==> config.mk <==
export PLATFORM = sky130hd
export DESIGN_NAME = wb_search_queue
export DESIGN_NICKNAME = d
export VERILOG_FILES = /design/src/rtl/wb_search_queue.sv
export SDC_FILE = /design/constraint.sdc
export NUM_CORES = 1
export LEC_CHECK = 0
export BUFFER_PORTS_ARGS = -buffer_cell sky130_fd_sc_hd__buf_2
export CORE_ASPECT_RATIO = 1.25
export CORE_MARGIN = 2
export CORE_UTILIZATION = 51
export CTS_CLUSTER_SIZE = 16
export DETAILED_ROUTE_END_ITERATION = 16
export GPL_TIMING_DRIVEN = 1
export PLACE_DENSITY = 0.76
export SLEW_MARGIN = 0
export SYNTH_ARGS = -nofsm -noshare
export SYNTH_HDL_FRONTEND = slang
export SYNTH_SLANG_ARGS = --single-unit
==> constraint.sdc <==
create_clock -name clk -period 5.72 [get_ports clk]
set_clock_uncertainty 0.15 [all_clocks]
set_input_delay 0.858 -clock clk [delete_from_list [all_inputs] [get_ports clk]]
set_output_delay 0.858 -clock clk [all_outputs]
set_load 0.01 [all_outputs]
==> src/rtl/wb_search_queue.sv <==
module wb_search_queue #(
  parameter int DEPTH  = 2,
  parameter int IDX_W  = 5,
  parameter int DATA_W = 32
) (
  input  logic              clk,
  input  logic              rst_n,
  input  logic              push,
  input  logic [1:0]        push_kind,
  input  logic [IDX_W-1:0]  push_dest,
  input  logic [DATA_W-1:0] push_data,
  output logic              can_push,
  input  logic              pop,
  output logic              can_pop,
  output logic [1:0]        head_kind,
  output logic [IDX_W-1:0]  head_dest,
  output logic [DATA_W-1:0] head_data,
  input  logic              flush,
  input  logic [IDX_W-1:0]  find_a_idx,
  output logic              find_a_hit,
  input  logic [IDX_W-1:0]  find_b_idx,
  output logic              find_b_hit
);
  localparam int PW = (DEPTH > 1) ? $clog2(DEPTH) : 1;
  localparam logic [1:0] K_ALU  = 2'b00;
  localparam logic [1:0] K_LOAD = 2'b01;

  logic [1:0]        kind_q [DEPTH];
  logic [IDX_W-1:0]  dest_q [DEPTH];
  logic [DATA_W-1:0] data_q [DEPTH];
  logic [DEPTH-1:0]  vld;
  logic [DEPTH-1:0]  live;
  logic [PW-1:0]     rd_ptr, wr_ptr;
  logic              pop_fire, push_fire;

  function automatic logic [PW-1:0] bump(input logic [PW-1:0] p);
    return (p == PW'(DEPTH - 1)) ? '0 : p + 1'b1;
  endfunction

  assign can_pop = |vld;

  generate
    if (DEPTH == 1) begin : g_single
      assign can_push = !(&vld) || pop;
    end else begin : g_multi
      assign can_push = !(&vld);
    end
  endgenerate

  assign pop_fire  = pop && can_pop;
  assign push_fire = push && can_push;

  assign head_kind = kind_q[rd_ptr];
  assign head_dest = dest_q[rd_ptr];
  assign head_data = data_q[rd_ptr];

  generate
    for (genvar g = 0; g < DEPTH; g++) begin : g_live
      assign live[g] = vld[g] && !(pop_fire && rd_ptr == PW'(g))
                       && (kind_q[g] == K_ALU || kind_q[g] == K_LOAD);
    end
  endgenerate

  always_comb begin
    find_a_hit = 1'b0;
    find_b_hit = 1'b0;
    for (int i = 0; i < DEPTH; i++) begin
      if (live[i] && dest_q[i] == find_a_idx) find_a_hit = 1'b1;
      if (live[i] && dest_q[i] == find_b_idx) find_b_hit = 1'b1;
    end
  end

  always_ff @(posedge clk or negedge rst_n) begin
    if (!rst_n) begin
      vld    <= '0;
      rd_ptr <= '0;
      wr_ptr <= '0;
    end else if (flush) begin
      vld    <= '0;
      rd_ptr <= '0;
      wr_ptr <= '0;
    end else begin
      if (pop_fire) begin
        vld[rd_ptr] <= 1'b0;
        rd_ptr      <= bump(rd_ptr);
      end
      if (push_fire) begin
        vld[wr_ptr] <= 1'b1;
        wr_ptr      <= bump(wr_ptr);
      end
    end
  end

  always_ff @(posedge clk) begin
    if (push_fire) begin
      kind_q[wr_ptr] <= push_kind;
      dest_q[wr_ptr] <= push_dest;
      data_q[wr_ptr] <= push_data;
    end
  end

  a_r8_flush_empties: assert property (@(posedge clk) disable iff (!rst_n)
    flush |=> !can_pop);

  a_r5_empty_no_hit: assert property (@(posedge clk) disable iff (!rst_n)
    !can_pop |-> (!find_a_hit && !find_b_hit));

  a_r2_head_holds: assert property (@(posedge clk) disable iff (!rst_n)
    (can_pop && !pop && !flush) |=>
      (can_pop && $stable(head_kind) && $stable(head_dest) && $stable(head_data)));

  a_r3_push_lands: assert property (@(posedge clk) disable iff (!rst_n)
    (push && can_push && !flush) |=> can_pop);

  a_r4_last_pop_empties: assert property (@(posedge clk) disable iff (!rst_n)
    ($countones(vld) == 1 && pop && !push && !flush) |=> !can_pop);
endmodule

==> impl_metrics.csv <==
group,metric,value,unit
global_route,antenna_found_initial,0,
clock_network,cts_buffers,9,
clock_network,h-tree-depth,3,
clock_network,clk_latency,0.33,ns
global_route,grt_remaining_overflow,0,
sta,finalCritPeriodShare,58.4,%
sta,maxSlewHeadroom,35.9,%
drt,vias,1843,
global_route,grt_max_degree,43,
synth,synth.area.top_cells,"edfxtp_1 72%, mux2_2 14%, dfrtp_1 3.1%",
critical_path,worstPathRequired,4.71,ns
synth,async_flop_share,4.88,%
floorplanning,core_area,6170,µm²
final_layout,area_growth,23.2,%
drt,wl_per_cell,15.6,µm
sta,fin_crit,3.34,ns
critical_path,cp.depth,4,
power,power.static_leakage,0.00153,µW
synth,yosysWarnings,0,
critical_path,arrival,2.33,ns
critical_path,cp-start-kind,"flop",
power,pwr-share-clk,30.7,%
drt,drt_pre_antenna_iters,4,
final_layout,antenna_cells,0,
synth,yosysTopAreaCell,"edfxtp_1",
synth,synthesis.area,3240,µm²
synth,syn_inst,174,
clock_network,cts_resized,0,
critical_path,setup.worst_path.class,"reg2out",
drt,drt_iter0_markers,77,
synth,synth-seq-cells,82,
synth,synth_edf_count,78,
sta,max_freq,0.299,GHz
floorplanning,io-pin-count,97,
floorplanning,initial_core_util,52.5,%
synth,synth.most_common_cell,"edfxtp_1",
critical_path,r2r_slack,3.43,ns
floorplanning,die_h,93.1,µm
critical_path,rr_worst_depth,5,
critical_path,cp-end-kind,"output pin",
clock_network,hold_buffers,0,
sta,hold_viol_final,0,
drt,vias_per_cell,5.02,
critical_path,crit_chain,"o21ai_2 > or4_1 > o21ai_1 > buf_2",
clock_network,clk_pin_slew,0.07,ns
critical_path,endpoint,"find_b_hit",
floorplanning,die_w,75.2,µm
sta,grt_setup_unrepaired,"no",
worst_hold_path,hp-class,"in2async",
critical_path,r2r_end,"kind_q[0][1]",
synth,synth_common_cells,"78 x edfxtp_1, 39 x mux2_2, 11 x xor2_1",
power,switchingPower,273,µW
clock_network,post-cts-setup-buffers,0,
final_layout,fill_cells,494,
synth,avgSynthCellArea,18.6,µm²
floorplanning,rows,32,
critical_path,rr_startpoint,"vld[0]",
synth,synth_cell_types,20,
power,vdd_drop_max,0.207,mV
clock_network,cts_root_buffer,"clkbuf_8",
critical_path,slowest_delay,1.01,ns
run,maxCapViolations,0,
drt,drc,0,
clock_network,cts_tree,"done",
critical_path,path_buf_inv,1,
placement,dp_hpwl,4010,µm
sta,setup_viol,0,
sta,drv_slew,0,
power,powerDensity,310,nW/µm²
synth,ys.flop_type,"edfxtp_1",
floorplanning,die_area,7000,µm²
sta,tns,0,ns
clock_network,cts_buffer_depth,2,
synth,syn_nets,228,
critical_path,crit_family,"flip-flops",
run_status,status,"finished clean",
drt,ant_nets,0,
global_route,grt_pass1_wl,8470,µm
synth,synth-seq-area-share,75.5,%
power,power_report.internal_total,965,µW
critical_path,path_max_fanout,42,
final_layout,fin_nets,332,
placement,io_buffers,96,
sta,worstMarginPinSlew,0.961,ns
sta,hold_slack,0.164,ns
final_layout,fin_util,64.7,%
power,combPwrFrac,11.5,%
drt,wl,5720,µm
final_layout,drive_gt1_share,55.0,%
global_route,gr-usage-all-layers,16.8,%
placement,place_congestion,0.739,
synth,yosysTopAreaCellShare,72.4,%
power,seqPwrFrac,57.8,%
power,totalPowerFinal,1240,µW
global_route,grt_pass1_vias,1868,
power,switching_share,22.0,%
clock_network,cts.sinks,82,
critical_path,worst_path_max_delay_cell,"dfrtp_2",
critical_path,setup.worst_path.start,"rd_ptr",
==> power by group through the flow <==
stage | logic [µW] | registers [µW] | clock network, µW
floorplan | 90.2 | 716 | 0
global placement | 142 | 727 | 0
detailed placement | 144 | 729 | 0
CTS | 145 | 716 | 388
global route | 156 | 719 | 408
finish | 142 | 715 | 380
==> through the flow <==
| step | setup slack, ns | std cells | cell area, µm² |
|---|---|---|---|
| floorplan | 3.07 | 174 | 3240 |
| global placement | 2.75 | 352 | 3810 |
| detailed placement | 2.71 | 352 | 3810 |
| CTS | 2.35 | 367 | 3990 |
| global route | 2.21 | 367 | 3990 |
| finish | 2.38 | 367 | 3990 |
==> registers in the layout (all words and copies together), names as in the netlist <==
| signal | count |
|---|---|
| data_q | 64 |
| dest_q | 10 |
| kind_q | 4 |
| vld | 2 |
| rd_ptr | 1 |
| wr_ptr | 1 |
==> worst min path at each step <==
stage                       from     end  slack, ns  cells after the start
after floorplan           wr_ptr  wr_ptr       0.36                      2
after global placement    wr_ptr  wr_ptr       0.38                      2
after detailed placement  wr_ptr  wr_ptr       0.38                      2
after CTS                  rst_n  vld[1]       0.15                      1
after global routing       rst_n  wr_ptr       0.15                      1
final                      rst_n  vld[1]       0.16                      1
==> routing by layer <==
| metal | GRT usage, % | vias up | part of all wire [%] |
|---|---|---|---|
| met4 | 8.92 | 0 | 2.4 |
| met3 | 3.45 | 12 | 4.5 |
| li1 | - | 871 | - |
| met2 | 29.2 | 60 | 54 |
| met1 | 18.7 | 900 | 39 |
| met5 | 0 | - | 0 |
==> cells by family after synthesis <==
group	synth area share, %
compound gates	1.35
simple gates	2.71
mux	13.6
xor+xnor	5.68
buf+inv	1.20
flops	75.5
==> layout make-up <==
cell class,count,area [µm²],share of cell area [%]
clock buffers,11,131,3.30
clock inverters,4,43.8,1.10
inverters,3,11.3,0.282
multi-input cells,84,754,18.9
flip-flops and latches,82,2440,61.3
well taps,85,106,2.67
repair buffers,98,495,12.4
==> placed cells by master (no fill, tap or decap) <==
cell type   n
o21ai_1     2
nor2_1      2
nand3_1     3
clkinv_2    2
nand2_1     4
nand4_1     2
clkbuf_8    9
buf_2      96
inv_2       1
xor2_1     11
or4_1       2
buf_4       2
clkbuf_1    2
a21oi_1     3
mux2_2     39
nor3_1      2
a21bo_2     1
dfrtp_1     3
o21ai_2     1
clkinv_1    1
inv_1       2
bufinv_16   1
dfrtp_2     1
or2_2       2
xnor2_1    10
edfxtp_1   78
Note: power is estimated with default switching activity, not from simulation.
